$ cat config.mk
export PLATFORM = sky130hd
export DESIGN_NAME = hdlc_rxq
export DESIGN_NICKNAME = d
export VERILOG_FILES = /design/src/rtl/hdlc_rxq_pkg.sv /design/src/rtl/rxq_tagger.sv /design/src/rtl/rxq_store.sv /design/src/rtl/rxq_ctrl.sv /design/src/rtl/hdlc_rxq.sv
export SDC_FILE = /design/constraint.sdc
export NUM_CORES = 1
export LEC_CHECK = 0
export ABC_AREA = 1
export BUFFER_PORTS_ARGS = -buffer_cell sky130_fd_sc_hd__buf_2
export CORE_ASPECT_RATIO = 1.1
export CORE_MARGIN = 2
export CORE_UTILIZATION = 60
export DETAILED_ROUTE_END_ITERATION = 7
export PLACE_DENSITY = 0.77
export SLEW_MARGIN = 20
export SYNTH_ARGS = -nofsm -noshare
export SYNTH_HDL_FRONTEND = slang
export SYNTH_HIERARCHICAL = 1
export SYNTH_SLANG_ARGS = --single-unit
$ cat constraint.sdc
create_clock -name clk -period 8.6 [get_ports clk]
set_input_delay 0.43 -clock clk [delete_from_list [all_inputs] [get_ports clk]]
set_output_delay 0.43 -clock clk [all_outputs]
set_load 0.05 [all_outputs]
$ cat src/rtl/hdlc_rxq_pkg.sv
package hdlc_rxq_pkg;

  typedef enum logic [1:0] {
    TAG_MID     = 2'b00,
    TAG_FIRST   = 2'b01,
    TAG_END_OK  = 2'b10,
    TAG_END_BAD = 2'b11
  } rxq_tag_e;

  typedef enum logic [1:0] {
    ST_EMPTY = 2'b00,
    ST_LOW   = 2'b01,
    ST_OVF   = 2'b10,
    ST_HIGH  = 2'b11
  } rxq_stat_e;

  // position tag for a byte being stored
  function automatic rxq_tag_e tag_for(input logic first, input logic last,
                                       input logic bad, input logic transp);
    if (transp) return TAG_MID;
    if (last) return bad ? TAG_END_BAD : TAG_END_OK;
    return first ? TAG_FIRST : TAG_MID;
  endfunction

  // fill status: pending flush, then overflow, then count bands
  function automatic rxq_stat_e stat_for(input int cnt, input logic ovf,
                                         input logic pend, input int hi);
    if (pend) return ST_EMPTY;
    if (ovf) return ST_OVF;
    if (cnt == 0) return ST_EMPTY;
    if (cnt < hi) return ST_LOW;
    return ST_HIGH;
  endfunction

endpackage

$ cat src/rtl/rxq_tagger.sv
module rxq_tagger
  import hdlc_rxq_pkg::*;
(
  input  logic     clk,
  input  logic     rst_n,
  input  logic     transp_en,
  input  logic     flag_ok,
  input  logic     take,
  input  logic     byte_end,
  input  logic     end_bad,
  output rxq_tag_e tag
);

  logic first_q;

  assign tag = tag_for(first_q, byte_end, end_bad, transp_en);

  // a flag arms the first-byte mark; any byte taken disarms it
  always_ff @(posedge clk or negedge rst_n) begin
    if (!rst_n)       first_q <= 1'b0;
    else if (flag_ok) first_q <= 1'b1;
    else if (take)    first_q <= 1'b0;
  end

  p_raw_tag_r5: assert property (@(posedge clk) disable iff (!rst_n)
    (take && transp_en) |-> (tag == TAG_MID));

  p_end_marked_r1: assert property (@(posedge clk) disable iff (!rst_n)
    (take && byte_end && !transp_en) |-> tag[1]);

endmodule

$ cat src/rtl/rxq_store.sv
module rxq_store #(
  parameter  int DEPTH = 19,
  parameter  int EW    = 10,
  localparam int AW    = $clog2(DEPTH)
) (
  input  logic          clk,
  input  logic          rst_n,
  input  logic          we,
  input  logic [AW-1:0] waddr,
  input  logic [EW-1:0] wdata,
  input  logic          re,
  input  logic [AW-1:0] raddr,
  output logic [EW-1:0] rdata
);

  logic [EW-1:0] mem [DEPTH];
  logic [EW-1:0] rq;

  always_ff @(posedge clk) begin
    if (we) mem[waddr] <= wdata;
  end

  always_ff @(posedge clk or negedge rst_n) begin
    if (!rst_n)  rq <= '0;
    else if (re) rq <= mem[raddr];
  end

  assign rdata = rq;

  p_waddr_range_r9: assert property (@(posedge clk) disable iff (!rst_n)
    we |-> (32'(waddr) < DEPTH));

  p_hold_idle_r8: assert property (@(posedge clk) disable iff (!rst_n)
    !re |=> $stable(rq));

endmodule

$ cat src/rtl/rxq_ctrl.sv
module rxq_ctrl
  import hdlc_rxq_pkg::*;
#(
  parameter  int DEPTH     = 19,
  parameter  int HI_TH     = 15,
  parameter  int HI_TH_ALT = 5,
  localparam int AW        = $clog2(DEPTH),
  localparam int CW        = $clog2(DEPTH + 1)
) (
  input  logic          clk,
  input  logic          rst_n,
  input  logic          transp_en,
  input  logic          alt_thresh,
  input  logic          flag_in,
  input  logic          byte_vld,
  input  logic          frst_set,
  input  logic          frst_clr,
  input  logic          rd_en,
  output logic          take,
  output logic          flag_ok,
  output logic          mem_we,
  output logic [AW-1:0] mem_waddr,
  output logic          rd_ok,
  output logic [AW-1:0] mem_raddr,
  output rxq_stat_e     stat,
  output logic          pend
);

  logic [AW-1:0] wp_q, wp_n, rp_q, rp_n;
  logic [CW-1:0] cnt_q, cnt_n;
  logic          ovf_q, ovf_n, pend_q, pend_n;
  rxq_stat_e     stat_q, stat_n;
  logic          flag_norm, rx_on, full_blk, store_new, ovf_evt, overwrite;

  function automatic logic [AW-1:0] step_fwd(input logic [AW-1:0] p);
    return (p == AW'(DEPTH - 1)) ? '0 : p + 1'b1;
  endfunction

  function automatic logic [AW-1:0] step_back(input logic [AW-1:0] p);
    return (p == '0) ? AW'(DEPTH - 1) : p - 1'b1;
  endfunction

  // named internal events
  assign flag_norm = flag_in && !transp_en;
  assign rx_on     = !pend_q && !frst_set;
  assign take      = byte_vld && rx_on;
  assign flag_ok   = flag_norm && !frst_set;
  assign rd_ok     = rd_en && (cnt_q != '0) && !frst_set;
  assign full_blk  = (cnt_q == CW'(DEPTH)) && !rd_ok;
  assign store_new = take && !full_blk;
  assign ovf_evt   = take && full_blk;
  assign overwrite = ovf_evt && transp_en;

  assign mem_we    = store_new || overwrite;
  assign mem_waddr = overwrite ? step_back(wp_q) : wp_q;
  assign mem_raddr = rp_q;

  always_comb begin
    wp_n   = wp_q;
    rp_n   = rp_q;
    cnt_n  = cnt_q;
    ovf_n  = ovf_q;
    pend_n = pend_q;
    if (frst_set) begin
      rp_n   = wp_q;
      cnt_n  = '0;
      ovf_n  = 1'b0;
      pend_n = 1'b1;
    end else begin
      if (store_new) wp_n = step_fwd(wp_q);
      if (rd_ok)     rp_n = step_fwd(rp_q);
      cnt_n = cnt_q + CW'(store_new) - CW'(rd_ok);
      if (ovf_evt)        ovf_n = 1'b1;
      else if (flag_norm) ovf_n = 1'b0;
      if (frst_clr || flag_norm) pend_n = 1'b0;
    end
    stat_n = stat_for(int'(cnt_n), ovf_n, pend_n, alt_thresh ? HI_TH_ALT : HI_TH);
  end

  always_ff @(posedge clk or negedge rst_n) begin
    if (!rst_n) begin
      wp_q   <= '0;
      rp_q   <= '0;
      cnt_q  <= '0;
      ovf_q  <= 1'b0;
      pend_q <= 1'b0;
      stat_q <= ST_EMPTY;
    end else begin
      wp_q   <= wp_n;
      rp_q   <= rp_n;
      cnt_q  <= cnt_n;
      ovf_q  <= ovf_n;
      pend_q <= pend_n;
      stat_q <= stat_n;
    end
  end

  assign stat = stat_q;
  assign pend = pend_q;

  p_cnt_bound_r9: assert property (@(posedge clk) disable iff (!rst_n)
    32'(cnt_q) <= DEPTH);

  p_rw_same_cnt_r9: assert property (@(posedge clk) disable iff (!rst_n)
    (rd_ok && store_new) |=> (cnt_q == $past(cnt_q)));

  p_drop_keeps_cnt_r4: assert property (@(posedge clk) disable iff (!rst_n)
    (ovf_evt && !transp_en) |=> (cnt_q == $past(cnt_q)) && (stat_q == ST_OVF));

  p_flag_clears_ovf_r4: assert property (@(posedge clk) disable iff (!rst_n)
    (flag_norm && !frst_set && !ovf_evt) |=> !ovf_q);

  p_ovf_sticky_r5: assert property (@(posedge clk) disable iff (!rst_n)
    (transp_en && ovf_q && !frst_set) |=> ovf_q);

  p_flush_empty_r6: assert property (@(posedge clk) disable iff (!rst_n)
    frst_set |=> (cnt_q == '0) && (stat_q == ST_EMPTY) && pend_q);

  p_empty_read_r8: assert property (@(posedge clk) disable iff (!rst_n)
    (rd_en && cnt_q == '0 && !frst_set) |=> (rp_q == $past(rp_q)));

  p_transp_hold_r7: assert property (@(posedge clk) disable iff (!rst_n)
    (transp_en && pend_q && !frst_clr) |=> pend_q);

endmodule

$ cat src/rtl/hdlc_rxq.sv
module hdlc_rxq
  import hdlc_rxq_pkg::*;
#(
  parameter int DEPTH     = 19,
  parameter int DW        = 8,
  parameter int HI_TH     = 15,
  parameter int HI_TH_ALT = 5
) (
  input  logic          clk,
  input  logic          rst_n,
  input  logic          transp_en,
  input  logic          alt_thresh,
  input  logic          flag_in,
  input  logic          byte_vld,
  input  logic [DW-1:0] byte_data,
  input  logic          byte_end,
  input  logic          end_crc_bad,
  input  logic          end_abort,
  input  logic          frst_set,
  input  logic          frst_clr,
  input  logic          rd_en,
  output logic [DW-1:0] rd_data,
  output logic [1:0]    rd_tag,
  output logic [1:0]    fifo_stat,
  output logic          frst_pend
);

  localparam int AW = $clog2(DEPTH);
  localparam int EW = DW + 2;

  logic          take, flag_ok, mem_we, rd_ok;
  logic [AW-1:0] waddr, raddr;
  rxq_tag_e      cur_tag;
  rxq_stat_e     stat;
  logic [EW-1:0] rdata;

  rxq_ctrl #(
    .DEPTH(DEPTH), .HI_TH(HI_TH), .HI_TH_ALT(HI_TH_ALT)
  ) u_ctrl (
    .clk(clk), .rst_n(rst_n), .transp_en(transp_en), .alt_thresh(alt_thresh),
    .flag_in(flag_in), .byte_vld(byte_vld), .frst_set(frst_set), .frst_clr(frst_clr),
    .rd_en(rd_en), .take(take), .flag_ok(flag_ok), .mem_we(mem_we),
    .mem_waddr(waddr), .rd_ok(rd_ok), .mem_raddr(raddr), .stat(stat), .pend(frst_pend)
  );

  rxq_tagger u_tag (
    .clk(clk), .rst_n(rst_n), .transp_en(transp_en), .flag_ok(flag_ok), .take(take),
    .byte_end(byte_end), .end_bad(end_crc_bad || end_abort), .tag(cur_tag)
  );

  rxq_store #(.DEPTH(DEPTH), .EW(EW)) u_store (
    .clk(clk), .rst_n(rst_n), .we(mem_we), .waddr(waddr), .wdata({cur_tag, byte_data}),
    .re(rd_ok), .raddr(raddr), .rdata(rdata)
  );

  assign rd_data   = rdata[DW-1:0];
  assign rd_tag    = rdata[EW-1:DW];
  assign fifo_stat = stat;

  p_pend_reads_empty_r6: assert property (@(posedge clk) disable iff (!rst_n)
    frst_pend |-> (fifo_stat == 2'b00));

endmodule

==> qor.yml, run 1 <==
drt:
  via_per_inst: 5.50
  ant_nets: 0
  drtPass1Iterations: 5
  drt_iter0_markers: 597
  drc: 0
  postRouteWirelength_um: 21700
  wire_per_inst_um: 17.4
  num_vias: 6866
clock_tree:
  cts.path.max_buffers: 3
  cts_buffers: 23
  cts_tree: "done"
  post_cts_buffers: 0
  cts-htree-levels: 1
  clk_latency_ps: 510
  cts_root_buf: "clkbuf_16"
  clk_pin_slew_ps: 60
  clkSinkCount: 220
pwr:
  leakage_nw: 4.75
  power.total_mw: 3.41
  powerDensity_nw_per_um2: 312
  irDropWorstVdd_mv: 0.256
die:
  core_um2: 16400
  initial_core_util_pct: 61.3
  io_pins: 33
  dieWidth_um: 127
  die-area_um2: 17800
  die_h_um: 140
  rows: 49
placed_design:
  gp_congestion: 0.842
  place_area_um2: 10200
  numPortBuffers: 32
  dp_hpwl_um: 13000
layout:
  area_delta_synth_final_pct: 8.96
  nFillCells: 1219
  layout_common_cells: "nand2_1, edfxtp_1, inv_1, nand3_1, nor2_1"
  drive_gt1_share_pct: 8.05
  diodes: 0
  stdcell_area_um2: 10900
  final_common_cell: "nand2_1"
  regArea_um2: 6460
  final_nets: 1062
  multi_input_area_um2: 2660
worst_setup_path:
  cp.required_ps: 8990
  cp.arrival_ps: 3770
  startpoint_type: "flip-flop"
  critical_path_class: "reg -> reg"
  critPathLaunch: "u_ctrl/cnt_q[3]$_DFF_PN0_"
  worst_r2r_endpoint: "u_ctrl/stat[1]$_DFF_PN0_"
  r2r_cells: 21
  reg2reg_slack_ps: 5220
  endpoint: "u_ctrl/stat[1]$_DFF_PN0_"
  worstReg2RegStart: "u_ctrl/cnt_q[3]$_DFF_PN0_"
  cp-end-kind: "flip-flop"
  worstPathMaxFanout: 11
sta:
  period_needed_ps: 3380
  drv_slew: 0
  fin_skew_ps: 22.7
  setup_tns_ps: 0
  clock.fmax_ghz: 0.296
  slew_headroom_pct: 26.7
  setup_viol: 0
  worst_pin_slew_ps: 1100
  rsz0062_at_grt: "no"
  layout_worst_path_cycle_share_pct: 39.3
  finalHoldViolations: 0
synth:
  synth_warnings: 6
  synth_area_leaders: "edfxtp_1, nand2_1, dfrtp_1, nand3_1, inv_1"
  synth_top_cell_by_area: "edfxtp_1"
  ys_seq_area_share_pct: 64.3
  synth.distinct_cells: 33
  synth_cells: 1006
  syn_nets: 1040
  synth_top_area_share_pct: 56.9
  syn-cell-area_um2: 10000
  ys_seq_elements: 220
  syn_area_per_cell_um2: 9.97
flow_run:
  cap_violations: 0
grt:
  overflow: 0
  grt_pass1_vias: 6689
  grt_max_degree: 91
  grt_pass1_wl_um: 34100
  antenna_found_initial: 0
  grt_use_total_pct: 24.7
min_path:
  hold_path.class: "in -> reg"
  hold_start: "frst_set"
outcome:
  status: "finished clean"
-- metal layers --
| layer | vias up | global-route usage (%) | share of wire [%] |
|---|---|---|---|
| li1 | 3313 | - | - |
| met1 | 3267 | 32.4 | 40 |
| met2 | 231 | 40.8 | 49 |
| met3 | 55 | 3.88 | 6.4 |
| met4 | 0 | 11.1 | 4.0 |
| met5 | - | 0 | 0 |
-- stage by stage --
| step | setup WS, ps | utilization [%] | cells | hold WS [ps] |
|---|---|---|---|---|
| finish | 5220 | 66.8 | 1248 | 189 |
| global route | 4930 | 66.8 | 1248 | 183 |
| CTS | 5250 | 66.8 | 1248 | 175 |
| detailed placement | 5260 | 62.4 | 1206 | 509 |
| global placement | 5340 | 62.4 | 1206 | 512 |
| floorplan | 5680 | - | 1006 | 134 |
-- Yosys cell counts, drive strengths merged --
cell / count
edfxtp: 190
o31ai: 1
o211ai: 4
a21oi: 36
nand2: 276
clkinv: 3
xor2: 5
a31oi: 1
nand4: 1
clkbuf: 8
o21ai: 20
or2: 1
dfrtp: 30
o21bai: 1
ha: 13
xnor2: 1
nor2: 58
nand3: 154
buf: 32
inv: 170
fa: 1
-- kinds of logic after synthesis --
family | Yosys count | share of synthesized area, %
xor gates and xnor gates | 6 | 0.524
adders and majority gates | 14 | 1.82
and+or+nand+nor | 490 | 20.7
AOI/OAI and AO/OA | 63 | 3.49
DFF | 220 | 64.3
buffers and inverters | 213 | 9.13
-- layout make-up --
| type | count | share of cell area [%] |
|---|---|---|
| Sequential cell | 220 | 59.1 |
| Multi-Input combinational cell | 573 | 24.4 |
| Inverter | 173 | 5.98 |
| Clock buffer | 36 | 5.89 |
| Tap cell | 204 | 2.33 |
| Timing Repair Buffer | 37 | 1.83 |
| Clock inverter | 5 | 0.538 |
-- power breakdown --
| group | total [mW] | internal, mW | switching, mW | leakage, nW |
|---|---|---|---|---|
| Clock | 0.926 | 0.546 | 0.380 | 0.341 |
| Combinational | 1.16 | 0.326 | 0.836 | 2.33 |
| Sequential | 1.32 | 1.24 | 0.0878 | 2.08 |
-- worst min-delay path by stage --
stage / end / depth (start not counted)
global placement: u_tag/first_q$_DFFE_PN0P_ / 2
global route: u_ctrl/cnt_q[0]$_DFF_PN0_ / 2
finish: u_ctrl/cnt_q[0]$_DFF_PN0_ / 2
detailed placement: u_store/rdata[4]$_DFFE_PN0P_ / 1
CTS: u_ctrl/cnt_q[0]$_DFF_PN0_ / 2
floorplan: u_ctrl/cnt_q[0]$_DFF_PN0_ / 0
-- registers in the layout, summed over array words and instances, names as in the netlist --
| signal | flops |
|---|---|
| u_ctrl/cnt_q | 5 |
| u_ctrl/mem_raddr | 5 |
| u_ctrl/ovf_q | 1 |
| u_ctrl/pend | 1 |
| u_ctrl/stat | 2 |
| u_ctrl/wp_q | 5 |
| u_store/mem | 190 |
| u_store/rdata | 10 |
| u_tag/first_q | 1 |
-- worst max-delay path, stage by stage, from the launching register on --
cell and delay [ps]:
dfrtp_1 370, inv_1 90, ha_1 200, nand3_1 90, nor2_1 160, nand2_1 70, nand2_1 290, ha_1 300
inv_1 50, ha_1 150, inv_1 60, fa_1 440, nor2_1 210, ha_1 290, nand3_2 80, nand2_1 50
inv_1 70, nor2_1 50, nor2_1 70, nand2_1 50, nand2_1 70, a21oi_2 50
-- timing repair --
action                    in CTS  in global routing
hold endpoints to repair      28                  0
gates resized for setup        0                  0
hold buffers                   1                  0
(Power assumes the default switching activity.)
==> run 2, diff against run 1 <==
CORE_UTILIZATION = 56   (was 60)
PLACE_DENSITY = 0.76   (was 0.77)
clock period = 3.05 ns   (was 8.6 ns; I/O delays follow)
==> qor.yml, run 2 (synthesis gave the netlist of run 1 again) <==
outcome:
  status: "finished clean"
clock_tree:
  cts-htree-levels: 1  # unchanged
  cts.path.max_buffers: 3  # unchanged
  clk_latency_ps: 500  # about the same
  clkSinkCount: 220  # unchanged
  cts_tree: "done"
  clk_pin_slew_ps: 60  # about the same
  cts_root_buf: "clkbuf_16"
  cts_buffers: 22  # -4.3%
worst_setup_path:
  worstReg2RegStart: "u_ctrl/cnt_q[2]$_DFF_PN0_"
  startpoint_type: "flip-flop"
  worst_r2r_endpoint: "u_ctrl/stat[1]$_DFF_PN0_"
  crit_chain: "inv_2, ha_4, nand3_4, nor2_4, nand2_1, nand2_1, ha_1, inv_1, ha_2, inv_2, fa_1, nor2_2, ha_1, nand3_2, nand2_2, inv_2, nor2_2, nor2_1, nand2_1, nand2_1, a21oi_2"
  cp.required_ps: 3490  # -5500 ps
  cpPeakStageDelay_ps: 520  # +80 ps
  critPathBufInv: 4  # unchanged
  critical_path_class: "reg -> reg"
  slowest_stage: "fa_1"
  cpMostUsedCell: "nand2_1"
  worstPathMaxFanout: 2  # -9
  reg2reg_slack_ps: 90  # -5130 ps
  r2r_cells: 21  # unchanged
  cpLargestDelayFamily: "adder cells"
  cp.arrival_ps: 3400  # -370 ps
  cp-end-kind: "flip-flop"
grt:
  grt_pass1_wl_um: 34200  # +0.16%
  grt_max_degree: 95  # +4.4%
  grt_use_total_pct: 23.1  # -1.5 points
  antenna_found_initial: 0  # unchanged
  grt_pass1_vias: 6728  # +0.58%
  overflow: 0  # unchanged
sta:
  fin_skew_ps: 16.5  # -6.22 ps
  rsz0062_at_grt: "yes"
  layout_worst_path_cycle_share_pct: 97.2  # +58 points
  worst_pin_slew_ps: 1020  # -80.3 ps
  period_needed_ps: 2960  # -416 ps
  slew_headroom_pct: 32.2  # +5.6 points
  drv_slew: 0  # unchanged
  clock.fmax_ghz: 0.337  # +14%
  setup_viol: 0  # unchanged
  finalHoldViolations: 0  # unchanged
pwr:
  swShare_pct: 38.1  # -0.12 points
  p_clk_share_pct: 26.6  # -0.5 points
  leakage_nw: 4.93  # +3.7%
  switchingPower_mw: 3.74  # +190%
  irDropWorstVdd_mv: 0.854  # +230%
  power.total_mw: 9.82  # +190%
  p_comb_share_pct: 35.8  # +1.7 points
  cell_internal_pwr_mw: 6.08  # +190%
  powerDensity_nw_per_um2: 868  # +180%
  seq_power_share_pct: 37.6  # -1.2 points
layout:
  stdcell_area_um2: 11300  # +3.5%
  final_nets: 1092  # +2.8%
  largest_reg_flops: 190  # unchanged
  layout_common_cells: "nand2_1, edfxtp_1, inv_1, nand3_1, nor2_1"
  drive_gt1_share_pct: 12.1  # +4.1 points
  largest-register: "u_store/mem"
  final_common_cell: "nand2_1"
  diodes: 0  # unchanged
  area_delta_synth_final_pct: 12.7
drt:
  drt_iter0_markers: 642  # +7.5%
  ant_nets: 0  # unchanged
  num_vias: 6978  # +1.6%
  drtPass1Iterations: 5  # unchanged
  drc: 0  # unchanged
  via_per_inst: 5.32  # -3.3%
  wire_per_inst_um: 16.8  # -3.7%
  postRouteWirelength_um: 22000  # +1.3%
die:
  die_h_um: 144  # +3.4%
  rows: 51  # +4.1%
  dieWidth_um: 132  # +3.4%
  io_pins: 33  # unchanged
  core_um2: 17600  # +7.6%
  die-area_um2: 19000  # +6.9%
  initial_core_util_pct: 57.0  # -4.3 points
min_path:
  hold_path.class: "in -> reg"
  min_to: "u_ctrl/pend$_DFF_PN0_"
  hold_start: "frst_clr"
  hold_depth: 4  # +2
placed_design:
  numPortBuffers: 32  # unchanged
  dp_hpwl_um: 13200  # +1.7%
  place_area_um2: 10500  # +2.5%
  gp_congestion: 0.887  # +5.4%
flow_run:
  cap_violations: 0  # unchanged
run 2: cell count changes in the layout (fill, tap and decap cells not counted), moves of 3 or more:
cell,before,now
inv_2,3,8
nor2_2,1,5
clkbuf_8,2,5
inv_1,166,161
buf_4,4,32
nand3_4,0,3
nor2_1,55,50
run 2: power by group through the flow:
stage	combinational (mW)	clock, mW	sequential, mW
after CTS	3.37	2.64	3.68
after global routing	3.87	2.77	3.72
after detailed placement	3.34	0	3.74
after floorplan	2.30	0	3.94
final	3.52	2.61	3.70
after global placement	3.28	0	3.74
run 2: what timing repair did:
item / 4_1_cts / 5_1_grt
pin swaps: 0 / 9
gates resized for setup: 2 / 16
hold buffers: 2 / 0
hold endpoints to repair: 33 / 0
gates cloned: 0 / 0
setup endpoints to repair: 1 / 1
setup buffers: 0 / 5
run 2: final cells by class:
| cell class | instances | area [µm²] |
|---|---|---|
| Inverter | 173 | 654 |
| Tap cell | 238 | 298 |
| Timing Repair Buffer | 68 | 460 |
| Sequential cell | 220 | 6460 |
| Clock inverter | 2 | 12.5 |
| Fill cell | 1377 | 6300 |
| Multi-Input combinational cell | 573 | 2730 |
| Clock buffer | 38 | 703 |
run 2: worst max-delay path by stage:
stage / startpoint / cells after the start / to / slack (ps)
2_1_floorplan: u_ctrl/cnt_q[3]$_DFF_PN0_ / 22 / u_ctrl/stat[1]$_DFF_PN0_ / 130
3_3_place_gp: u_ctrl/cnt_q[3]$_DFF_PN0_ / 21 / u_ctrl/stat[1]$_DFF_PN0_ / 110
3_5_place_dp: u_ctrl/cnt_q[2]$_DFF_PN0_ / 21 / u_ctrl/stat[1]$_DFF_PN0_ / 5
4_1_cts: u_ctrl/cnt_q[2]$_DFF_PN0_ / 21 / u_ctrl/stat[1]$_DFF_PN0_ / 5
5_1_grt: u_ctrl/cnt_q[2]$_DFF_PN0_ / 21 / u_ctrl/stat[1]$_DFF_PN0_ / -90
6_report: u_ctrl/cnt_q[2]$_DFF_PN0_ / 21 / u_ctrl/stat[1]$_DFF_PN0_ / 90
run 2: layer usage:
metal  global-route usage, %  up-vias  routed length [µm]
met5                       0        -                   0
met2                    40.5      248               10900
met1                    29.3     3316                9060
met3                    3.51       48                1340
li1                        -     3366                   -
met4                    9.38        0                 742
run 2: worst register-to-register path: stages, from the launching register on:
cell,delay (ps)
dfrtp_1,410
inv_2,100
ha_4,180
nand3_4,90
nor2_4,120
nand2_1,60
nand2_1,80
ha_1,230
inv_1,60
ha_2,180
inv_2,40
fa_1,520
nor2_2,50
ha_1,280
nand3_2,70
nand2_2,70
inv_2,30
nor2_2,70
nor2_1,50
nand2_1,50
nand2_1,60
a21oi_2,100
run 2: through the flow:
| stage | cells | util, % | setup slack [ps] | TNS, ps | hold slack (ps) |
|---|---|---|---|---|---|
| global route | 1312 | 64.2 | -94.5 | -94.5 | 58.4 |
| detailed placement | 1265 | 59.5 | 4.87 | 0 | 253 |
| finish | 1312 | 64.2 | 86.7 | 0 | 24.4 |
| floorplan | 1006 | - | 135 | 0 | -143 |
| global placement | 1265 | 59.5 | 108 | 0 | 254 |
| CTS | 1307 | 63.7 | 4.65 | 0 | 8.30 |
